### src/rtl/gpio_irq_pkg.sv
package gpio_irq_pkg;
  // word indices (byte offset >> 2)
  localparam int unsigned W_DOUT  = 0;
  localparam int unsigned W_DIN   = 1;
  localparam int unsigned W_FILT  = 3;
  localparam int unsigned W_SET   = 4;
  localparam int unsigned W_CLR   = 5;
  localparam int unsigned W_PEN   = 6;
  localparam int unsigned W_PDIR  = 7;
  localparam int unsigned W_IEN   = 8;
  localparam int unsigned W_RAW   = 9;
  localparam int unsigned W_MSTAT = 10;
  localparam int unsigned W_MASK  = 11;
  localparam int unsigned W_ICLR  = 12;
  localparam int unsigned W_TYPE  = 13;
  localparam int unsigned W_BOTH  = 14;
  localparam int unsigned W_POL   = 15;
  localparam int unsigned W_DEN   = 16;
  localparam int unsigned W_DPRE  = 17;
endpackage

### src/rtl/gpio_sync2.sv
module gpio_sync2 #(
  parameter int unsigned WIDTH = 32
) (
  input  logic             clk_i,
  input  logic             rst_ni,
  input  logic [WIDTH-1:0] d_i,
  output logic [WIDTH-1:0] q_o
);
  logic [WIDTH-1:0] meta_q, sync_q;

  always_ff @(posedge clk_i or negedge rst_ni) begin
    if (!rst_ni) begin
      meta_q <= '0;
      sync_q <= '0;
    end else begin
      meta_q <= d_i;
      sync_q <= meta_q;
    end
  end

  assign q_o = sync_q;
endmodule

### src/rtl/gpio_tick.sv
module gpio_tick #(
  parameter int unsigned PRE_W = 24
) (
  input  logic             clk_i,
  input  logic             rst_ni,
  input  logic [PRE_W-1:0] pre_i,
  output logic             tick_o
);
  logic [PRE_W-1:0] cnt_q, lim;

  assign lim    = (pre_i == '0) ? '0 : pre_i - 1'b1;
  assign tick_o = (cnt_q >= lim);

  always_ff @(posedge clk_i or negedge rst_ni) begin
    if (!rst_ni)     cnt_q <= '0;
    else if (tick_o) cnt_q <= '0;
    else             cnt_q <= cnt_q + 1'b1;
  end
endmodule

### src/rtl/gpio_debounce.sv
module gpio_debounce (
  input  logic clk_i,
  input  logic rst_ni,
  input  logic en_i,
  input  logic tick_i,
  input  logic d_i,
  output logic filt_o
);
  logic smp_q, out_q;

  always_ff @(posedge clk_i or negedge rst_ni) begin
    if (!rst_ni) begin
      smp_q <= 1'b0;
      out_q <= 1'b0;
    end else if (!en_i) begin
      // track so enabling causes no spurious change
      smp_q <= d_i;
      out_q <= d_i;
    end else if (tick_i) begin
      smp_q <= d_i;
      if (smp_q == d_i) out_q <= d_i;
    end
  end

  assign filt_o = en_i ? out_q : d_i;

  p_filter_hold_r11: assert property (@(posedge clk_i) disable iff (!rst_ni)
    (en_i && !tick_i) |=> (en_i ? $stable(out_q) : 1'b1));
endmodule

### src/rtl/gpio_evt_detect.sv
module gpio_evt_detect #(
  parameter int unsigned N = 32
) (
  input  logic         clk_i,
  input  logic         rst_ni,
  input  logic [N-1:0] lvl_i,
  input  logic [N-1:0] en_i,
  input  logic [N-1:0] type_i,
  input  logic [N-1:0] pol_i,
  input  logic [N-1:0] both_i,
  input  logic [N-1:0] clr_i,
  output logic [N-1:0] stat_o
);
  logic [N-1:0] prev_q, stat_q, rise, fall, edge_hit, lvl_act, stat_d;

  assign rise     = lvl_i & ~prev_q;
  assign fall     = ~lvl_i & prev_q;
  assign edge_hit = (both_i & (rise | fall)) | (~both_i & ((~pol_i & rise) | (pol_i & fall)));
  assign lvl_act  = lvl_i ^ pol_i;

  always_comb begin
    for (int i = 0; i < N; i++) begin
      if (!en_i[i])       stat_d[i] = 1'b0;
      else if (type_i[i]) stat_d[i] = lvl_act[i];
      else                stat_d[i] = edge_hit[i] | (stat_q[i] & ~clr_i[i]);
    end
  end

  always_ff @(posedge clk_i or negedge rst_ni) begin
    if (!rst_ni) begin
      prev_q <= '0;
      stat_q <= '0;
    end else begin
      prev_q <= lvl_i;
      stat_q <= stat_d;
    end
  end

  assign stat_o = stat_q;

  p_disabled_quiet_r9: assert property (@(posedge clk_i) disable iff (!rst_ni)
    (en_i == '0) |=> (stat_o == '0));
  p_edge_hold_r6: assert property (@(posedge clk_i) disable iff (!rst_ni)
    1'b1 |=> ((stat_o & $past(en_i & ~type_i & stat_o & ~clr_i))
              == $past(en_i & ~type_i & stat_o & ~clr_i)));
  p_level_idle_r7: assert property (@(posedge clk_i) disable iff (!rst_ni)
    1'b1 |=> ((stat_o & $past(en_i & type_i & ~pol_i & ~lvl_i)) == '0));
endmodule

### src/rtl/gpio_irq_ctrl.sv
module gpio_irq_ctrl
  import gpio_irq_pkg::*;
#(
  parameter int unsigned N_LINES = 32,
  parameter int unsigned PRE_W   = 24,
  parameter int unsigned ADDR_W  = 7
) (
  input  logic               clk_i,
  input  logic               rst_ni,
  input  logic               req_i,
  input  logic               we_i,
  input  logic [ADDR_W-1:0]  addr_i,
  input  logic [31:0]        wdata_i,
  output logic [31:0]        rdata_o,
  input  logic [N_LINES-1:0] pin_i,
  output logic [N_LINES-1:0] dout_o,
  output logic [N_LINES-1:0] pull_en_o,
  output logic [N_LINES-1:0] pull_dir_o,
  output logic               irq_o
);
  localparam int unsigned IDX_W = ADDR_W - 2;

  logic [IDX_W-1:0]   idx;
  logic               wr;
  logic [N_LINES-1:0] wv;
  logic [N_LINES-1:0] dout_q, pen_q, pdir_q, ien_q, mask_q, type_q, both_q, pol_q, den_q;
  logic [PRE_W-1:0]   pre_q;
  logic [N_LINES-1:0] sync_v, filt_v, raw_v, mstat_v, clr_v;
  logic               tick;

  assign idx = addr_i[ADDR_W-1:2];
  assign wr  = req_i & we_i;
  assign wv  = wdata_i[N_LINES-1:0];

  always_ff @(posedge clk_i or negedge rst_ni) begin
    if (!rst_ni) begin
      dout_q <= '0; pen_q  <= '0; pdir_q <= '0; ien_q <= '0; mask_q <= '0;
      type_q <= '0; both_q <= '0; pol_q  <= '0; den_q <= '0; pre_q  <= '0;
    end else if (wr) begin
      case (idx)
        IDX_W'(W_DOUT): dout_q <= wv;
        IDX_W'(W_SET):  dout_q <= dout_q | wv;
        IDX_W'(W_CLR):  dout_q <= dout_q & ~wv;
        IDX_W'(W_PEN):  pen_q  <= wv;
        IDX_W'(W_PDIR): pdir_q <= wv;
        IDX_W'(W_IEN):  ien_q  <= wv;
        IDX_W'(W_MASK): mask_q <= wv;
        IDX_W'(W_TYPE): type_q <= wv;
        IDX_W'(W_BOTH): both_q <= wv;
        IDX_W'(W_POL):  pol_q  <= wv;
        IDX_W'(W_DEN):  den_q  <= wv;
        IDX_W'(W_DPRE): pre_q  <= wdata_i[PRE_W-1:0];
        default: ;
      endcase
    end
  end

  assign clr_v = (wr && idx == IDX_W'(W_ICLR)) ? wv : '0;

  gpio_sync2 #(.WIDTH(N_LINES)) i_sync (
    .clk_i(clk_i), .rst_ni(rst_ni), .d_i(pin_i), .q_o(sync_v)
  );

  gpio_tick #(.PRE_W(PRE_W)) i_tick (
    .clk_i(clk_i), .rst_ni(rst_ni), .pre_i(pre_q), .tick_o(tick)
  );

  for (genvar g = 0; g < N_LINES; g++) begin : g_deb
    gpio_debounce i_deb (
      .clk_i(clk_i), .rst_ni(rst_ni), .en_i(den_q[g]), .tick_i(tick),
      .d_i(sync_v[g]), .filt_o(filt_v[g])
    );
  end

  gpio_evt_detect #(.N(N_LINES)) i_det (
    .clk_i(clk_i), .rst_ni(rst_ni), .lvl_i(filt_v), .en_i(ien_q),
    .type_i(type_q), .pol_i(pol_q), .both_i(both_q), .clr_i(clr_v),
    .stat_o(raw_v)
  );

  assign mstat_v = raw_v & ~mask_q;
  assign irq_o   = |mstat_v;

  always_comb begin
    rdata_o = '0;
    if (req_i && !we_i) begin
      case (idx)
        IDX_W'(W_DOUT):  rdata_o[N_LINES-1:0] = dout_q;
        IDX_W'(W_DIN):   rdata_o[N_LINES-1:0] = sync_v;
        IDX_W'(W_FILT):  rdata_o[N_LINES-1:0] = filt_v;
        IDX_W'(W_PEN):   rdata_o[N_LINES-1:0] = pen_q;
        IDX_W'(W_PDIR):  rdata_o[N_LINES-1:0] = pdir_q;
        IDX_W'(W_IEN):   rdata_o[N_LINES-1:0] = ien_q;
        IDX_W'(W_RAW):   rdata_o[N_LINES-1:0] = raw_v;
        IDX_W'(W_MSTAT): rdata_o[N_LINES-1:0] = mstat_v;
        IDX_W'(W_MASK):  rdata_o[N_LINES-1:0] = mask_q;
        IDX_W'(W_TYPE):  rdata_o[N_LINES-1:0] = type_q;
        IDX_W'(W_BOTH):  rdata_o[N_LINES-1:0] = both_q;
        IDX_W'(W_POL):   rdata_o[N_LINES-1:0] = pol_q;
        IDX_W'(W_DEN):   rdata_o[N_LINES-1:0] = den_q;
        IDX_W'(W_DPRE):  rdata_o[PRE_W-1:0]   = pre_q;
        default: ;
      endcase
    end
  end

  assign dout_o     = dout_q;
  assign pull_en_o  = pen_q;
  assign pull_dir_o = pdir_q;

  p_set_bits_r3: assert property (@(posedge clk_i) disable iff (!rst_ni)
    (wr && idx == IDX_W'(W_SET)) |=> ((dout_o & $past(wv)) == $past(wv)));
  p_clr_bits_r3: assert property (@(posedge clk_i) disable iff (!rst_ni)
    (wr && idx == IDX_W'(W_CLR)) |=> ((dout_o & $past(wv)) == '0));
  p_irq_quiet_r10: assert property (@(posedge clk_i) disable iff (!rst_ni)
    (raw_v == '0) |-> !irq_o);
endmodule

### config.mk
export PLATFORM = sky130hd
export DESIGN_NAME = gpio_irq_ctrl
export DESIGN_NICKNAME = d
export VERILOG_FILES = /design/src/rtl/gpio_irq_pkg.sv /design/src/rtl/gpio_sync2.sv /design/src/rtl/gpio_tick.sv /design/src/rtl/gpio_debounce.sv /design/src/rtl/gpio_evt_detect.sv /design/src/rtl/gpio_irq_ctrl.sv
export SDC_FILE = /design/constraint.sdc
export NUM_CORES = 1
export LEC_CHECK = 0
export BUFFER_PORTS_ARGS = -buffer_cell sky130_fd_sc_hd__buf_2
export CORE_ASPECT_RATIO = 0.6
export CORE_MARGIN = 4
export CORE_UTILIZATION = 44
export DETAILED_ROUTE_END_ITERATION = 16
export GPL_TIMING_DRIVEN = 0
export SETUP_SLACK_MARGIN = 0.05
export SLEW_MARGIN = 10
export SYNTH_ARGS = -nofsm -noshare
export SYNTH_HDL_FRONTEND = slang
export SYNTH_HIERARCHICAL = 1
export SYNTH_SLANG_ARGS = --single-unit
export TNS_END_PERCENT = 30
### constraint.sdc
create_clock -name clk_i -period 7.5 [get_ports clk_i]
set_input_delay 1.125 -clock clk_i [delete_from_list [all_inputs] [get_ports clk_i]]
set_output_delay 1.125 -clock clk_i [all_outputs]
set_load 0.02 [all_outputs]
==> flow_metrics.py, run 1 <==
metrics = {
    "layout": {
        "layoutNonFillerInstCount": 3672,
        "multi_input_area_um2": 12590,
        "n_fill_cell": 5495,
        "area_delta_synth_final_pct": 14.71,
        "final_area_um2": 31260,
        "nets": 2967,
        "final_util": 0.5113,
        "regArea_um2": 13210,
        "drive_gt1_frac": 0.2239,
    },
    "synth": {
        "ys_ff_latch": 528,
        "synth.cell_area_um2": 27250,
        "synthFlopType": "dfrtp_1",
        "ys_seq_area_frac": 0.4849,
        "synth-edff-count": 0,
        "async_flop_share": 1.000,
        "syn-num-nets": 2704,
        "yosys_warnings": 6,
        "yosysUniqueCellTypes": 70,
        "syn_avg_cell_area_um2": 10.74,
        "synthCells": 2538,
    },
    "timing": {
        "max_freq_mhz": 172.3,
        "setup_violations": 0,
        "slew_headroom": 0.1365,
        "finalCritPeriodShare": 0.7738,
        "hold_viol": 0,
        "tns_ns": 0,
        "fin_ws_ns": 1.697,
        "slew_violations": 0,
        "rsz0062_at_grt": "false",
        "whs_ns": 0.3465,
        "worst_clock_skew_ns": 0.03313,
        "min_period_ns": 5.803,
        "worst_slew_pin_slew_ns": 1.291,
    },
    "critical_path": {
        "cp_slowest_stage_delay_ns": 1.07,
        "cp_num_buf_inv": 4,
        "crit_top_cell": "buf_2",
        "crit_type": "primary input to output pin",
        "crit_family": "buffers and inverters",
        "cp_max_fo": 10,
        "r2r_setup_slack_ns": 1.92,
        "start_kind": "primary input",
        "r2r-end": "g_deb[7].i_deb/out_q",
        "cp.arrival_ns": 4.68,
        "cp_slowest_cell": "nor2_1",
        "crit_chain": "buf_2 -> buf_2 -> nand3b_1 -> nor2_1 -> clkbuf_1 -> a32oi_1 -> a41oi_1 -> buf_2",
        "crit_required_ns": 6.38,
        "cp.depth": 8,
        "rr_worst_depth": 15,
        "end_kind": "output pin",
        "regToRegStartpoint": "pre_q[7]",
    },
    "flow_run": {
        "cap_violations": 0,
    },
    "placement": {
        "dp_slack_ns": 1.813,
        "dpl_cell_area_um2": 29500,
        "dp.cells": 3574,
        "gp_congestion": 0.9754,
        "dp_hpwl_um": 71820,
        "port_buffers": 201,
    },
    "routing": {
        "ant_nets": 0,
        "wl_um": 100200,
        "vias": 22420,
        "drt_iter0_markers": 2432,
        "drc_errors": 0,
        "wl_per_cell_um": 27.29,
        "dr.pass1.iters": 5,
        "route.detailed.vias_per_inst": 6.104,
    },
    "global_route": {
        "grt_use_total": 0.2967,
        "antenna_found_initial": 7,
        "grt_max_degree": 113,
        "grt_pass1_wl_um": 146000,
        "grt_pass1_vias": 21700,
        "gr-total-overflow": 0,
    },
    "clocking": {
        "tritoncts": "done",
        "cts_buffers": 53,
        "clock_latency_ns": 0.64,
        "root_buffer": "clkbuf_16",
        "clk_pin_slew_ns": 0.06,
        "postCtsHoldBufs": 0,
        "cts.sinks": 528,
        "cts_resized": 0,
        "clockBufferDepth": 3,
        "post_cts_buffers": 0,
        "cts_htree_levels": 2,
    },
    "pwr": {
        "power_density_nw_per_um2": 254.2,
        "peakVddDrop_uv": 158.1,
        "leakagePower_nw": 14.46,
        "finalPower_mw": 7.944,
    },
    "die": {
        "die-area_um2": 66100,
        "die-width_um": 329.3,
        "start_util": 0.4457,
        "top_level_ports": 204,
        "rows": 70,
        "die_h_um": 200.8,
        "coreArea_um2": 61130,
    },
    "min_path": {
        "min_path_type": "flop to flop",
        "hold_depth": 0,
        "min_to": "i_sync/q_o[8]",
        "min_from": "i_sync/meta_q[8]",
    },
    "status": {
        "outcome": "finished clean",
    },
}
## final cells by class
class	count	share of cell area
Sequential cell	528	0.4227
Inverter	226	0.02714
Multi-Input combinational cell	1650	0.4029
Antenna cell	4	0.0003203
Timing Repair Buffer	208	0.03815
Clock inverter	16	0.006885
Tap cell	828	0.03315
Clock buffer	78	0.04896
Buffer	134	0.01978
## synth_stat cells, types with 17 or more instances
master,number,area (um2)
xor2_1,20,175.2
a31oi_1,24,150.1
nand3b_1,36,270.3
nor4_1,17,106.4
o211ai_1,32,240.2
inv_1,226,848.3
mux2i_1,110,1101
o22ai_1,63,394.1
nor3_1,23,115.1
mux2_1,17,191.4
buf_2,43,215.2
clkbuf_1,69,259.0
a21oi_1,50,250.2
o311a_1,33,330.3
dfrtp_1,528,13210
o21ai_1,34,170.2
nand2_1,164,615.6
xnor2_1,49,429.2
a221oi_1,29,254.0
mux2_2,262,2950
ha_1,91,1139
nor2_1,111,416.7
a22o_1,41,359.1
o21ai_0,133,665.6
and2_1,35,219.0
nand3_1,48,240.2
nor2b_1,43,269.0
a22oi_1,40,300.3
## worst reg2reg max path: cells and delay by family (launching register included)
kind | cells | cell delay, ns
buffers and inverters | 2 | 0.65
flip-flops | 1 | 0.49
AO/OA/AOI/OAI | 5 | 1.23
AND/OR/NAND/NOR | 7 | 2.93
adder cells (fa/ha/maj) | 1 | 0.14
## worst max-delay path by stage
stage	start	end	slack, ns
floorplan	pre_q[7]	g_deb[0].i_deb/out_q	2.04
global placement	rst_ni	i_sync/meta_q[22]	-5.87
detailed placement	addr_i[2]	rdata_o[3]	1.81
CTS	addr_i[2]	rdata_o[3]	1.81
global route	addr_i[2]	rdata_o[3]	1.65
finish	addr_i[2]	rdata_o[3]	1.70
## layout by cell type (no fill, tap or decap), drive strengths merged, types with 9 or more instances in the layout
master / count
xor2: 20
inv: 228
dfrtp: 528
buf: 272
o211ai: 32
nand4: 14
a21oi: 50
mux2: 279
o311a: 33
nand2: 164
a32oi: 14
a32o: 14
a31oi: 24
nand3b: 36
a22oi: 40
or3: 9
clkbuf: 148
o22ai: 63
nor4: 19
nand3: 48
nor3: 29
nand2b: 9
nor2b: 44
and2: 35
a22o: 41
nor3b: 10
ha: 91
nor2: 116
xnor2: 49
a221oi: 29
o21ai: 167
mux2i: 110
## routing by layer
layer / up-vias / GRT usage / wire, um
li1: 9647 / - / -
met1: 11460 / 0.4576 / 46350
met2: 1136 / 0.4138 / 41160
met3: 174 / 0.06426 / 9723
met4: 2 / 0.09016 / 2975
met5: - / 0 / 13
## cell families (layout without fill, tap and decap cells)
kind of cell	count (synthesis)	after routing	synth area share
AO/OA/AOI/OAI	546	546	0.1362
XOR/XNOR	69	69	0.02218
adder cells (fa/ha/maj)	91	91	0.04179
buffers and inverters	360	662	0.05382
flip-flops	528	528	0.4849
multiplexers	390	390	0.1565
other	0	4	0
AND/OR/NAND/NOR	554	554	0.1046
## power by group
group	internal (mW)	total, mW	switching [mW]
Clock	1.58	2.76	1.18
Combinational	0.640	1.54	0.897
Sequential	3.21	3.64	0.437
Total	5.43	7.94	2.52
Note: power is estimated with default switching activity, not from simulation.
==> inputs of run 2 (changes only) <==
clock period = 5.1 ns   (was 7.5 ns; I/O delays follow)
==> run 2 against run 1 <==
- worst hold slack got worse by 0.25 ns
- utilization about the same
- clock power increased by 41%
- global-route usage grew 0.33 points
- sequential cell count did not move
- clock skew down 0.0042 ns
- sequential power up 47%
- first-iteration DRC count rose by 8.6%
==> flow_metrics.py, run 2 (synthesis results as in run 1) <==
metrics = {
    "status": {
        "outcome": "finished clean",
    },
    "timing": {
        "max_freq_mhz": 198.6,
        "whs_ns": 0.09694,
        "slew_headroom": 0.1670,
        "setup_violations": 0,
        "worst_slew_pin_slew_ns": 1.249,
        "rsz0062_at_grt": "false",
        "finalCritPeriodShare": 0.9875,
        "hold_viol": 0,
        "fin_ws_ns": 0.06383,
        "slew_violations": 0,
        "min_period_ns": 5.036,
        "tns_ns": 0,
        "worst_clock_skew_ns": 0.02892,
    },
    "global_route": {
        "grt_pass1_vias": 21820,
        "grt_pass1_wl_um": 147300,
        "grt_max_degree": 106,
        "gr-total-overflow": 0,
        "grt_use_total": 0.3000,
        "antenna_found_initial": 4,
    },
    "layout": {
        "area_delta_synth_final_pct": 14.63,
        "layoutNonFillerInstCount": 3679,
        "final_cell_mix": "dfrtp_1, mux2_2, buf_2, inv_1, nand2_1",
        "layout_commonest_cell": "dfrtp_1",
        "drive_gt1_frac": 0.2268,
        "final_util": 0.5109,
        "final_area_um2": 31230,
        "nets": 2971,
    },
    "critical_path": {
        "cp_slowest_cell": "clkbuf_1",
        "start_kind": "primary input",
        "cp_max_fo": 10,
        "crit_family": "buffers and inverters",
        "cp_num_buf_inv": 5,
        "crit_chain": "buf_2 -> buf_2 -> and2_1 -> clkbuf_1 -> clkbuf_1 -> nand2_1 -> o22ai_1 -> a21oi_1 -> a31oi_1 -> buf_2",
        "crit_required_ns": 4.34,
        "cp.arrival_ns": 4.27,
        "crit_type": "primary input to output pin",
        "crit_top_cell": "buf_2",
        "end_kind": "output pin",
        "cp_slowest_stage_delay_ns": 0.75,
    },
    "routing": {
        "dr.pass1.iters": 5,
        "drc_errors": 0,
        "wl_um": 100300,
        "drt_iter0_markers": 2641,
        "wl_per_cell_um": 27.27,
        "vias": 22390,
        "route.detailed.vias_per_inst": 6.085,
        "ant_nets": 0,
    },
    "pwr": {
        "swShare": 0.3228,
        "finalPower_mw": 11.52,
        "power_frac_clock": 0.339,
        "internal_power_mw": 7.800,
        "p_switching_mw": 3.717,
        "power_density_nw_per_um2": 368.7,
        "leakagePower_nw": 14.46,
        "p_seq_frac": 0.465,
        "pwr-share-comb": 0.197,
        "peakVddDrop_uv": 248.7,
    },
    "clocking": {
        "clk_pin_slew_ns": 0.06,
        "cts.sinks": 528,
        "root_buffer": "clkbuf_16",
        "cts_htree_levels": 2,
        "cts_buffers": 52,
        "clockBufferDepth": 3,
        "postCtsHoldBufs": 0,
        "clock_latency_ns": 0.64,
        "tritoncts": "done",
    },
    "die": {
        "die_h_um": 200.8,
        "die-area_um2": 66100,
        "start_util": 0.4457,
        "die-width_um": 329.3,
        "top_level_ports": 204,
        "coreArea_um2": 61130,
        "rows": 70,
    },
    "placement": {
        "dp.cells": 3574,
        "dpl_cell_area_um2": 29500,
        "dp_hpwl_um": 71710,
        "port_buffers": 201,
        "dp_slack_ns": -0.1841,
        "gp_congestion": 0.9777,
    },
    "min_path": {
        "min_path_type": "primary input to asynchronous set/reset pin",
    },
    "flow_run": {
        "cap_violations": 0,
    },
}
run 2: cell type report:
class	instances	area [um2]
Antenna cell	3	7.507
Fill cell	5626	29900
Timing Repair Buffer	211	1215
Clock inverter	16	112.6
Tap cell	828	1036
Inverter	226	848.3
Clock buffer	81	1551
Buffer	134	618.1
Sequential cell	528	13210
Multi-Input combinational cell	1652	12630
run 2: path summary, 6_finish.rpt:
path | startpoint | to | slack, ns | cells past startpoint
setup / recovery | addr_i[3] | rdata_o[4] | 0.06 | 10
hold / removal | rst_ni | g_deb[5].i_deb/out_q | 0.1 | 1
setup reg to reg | pre_q[7] | g_deb[29].i_deb/out_q | 0.16 | 14
hold reg to reg | i_sync/meta_q[27] | i_sync/q_o[27] | 0.34 | 0
max in group asynchronous | rst_ni | i_sync/meta_q[21] | 3.15 | 4
min in group clk_i | pin_i[29] | i_sync/meta_q[29] | 0.24 | 1
run 2: layer usage:
| metal | track usage | vias to the layer above | wire (um) |
|---|---|---|---|
| met3 | 0.08311 | 184 | 10990 |
| met5 | 0 | - | 0 |
| met4 | 0.09875 | 0 | 3293 |
| met2 | 0.4120 | 1174 | 40680 |
| met1 | 0.4535 | 11380 | 45370 |
| li1 | - | 9647 | - |
run 2: power by group through the flow:
stage               Sequential, mW  Clock (mW)  Combinational [mW]
detailed placement            5.40           0                2.22
floorplan                     5.31           0                1.37
global placement              5.38           0                2.13
finish                        5.35        3.90                2.26
CTS                           5.33        3.95                2.24
global route                  5.41        4.14                2.49
run 2: timing repair:
| item | 4_1_cts | 5_1_grt |
|---|---|---|
| cloned | 2 | 0 |
| pin swaps | 0 | 2 |
| endpoints found under the setup margin | 42 | 60 |
| hold endpoints to repair | 0 | 0 |
| buffers inserted | 1 | 2 |
| resized for setup | 3 | 2 |
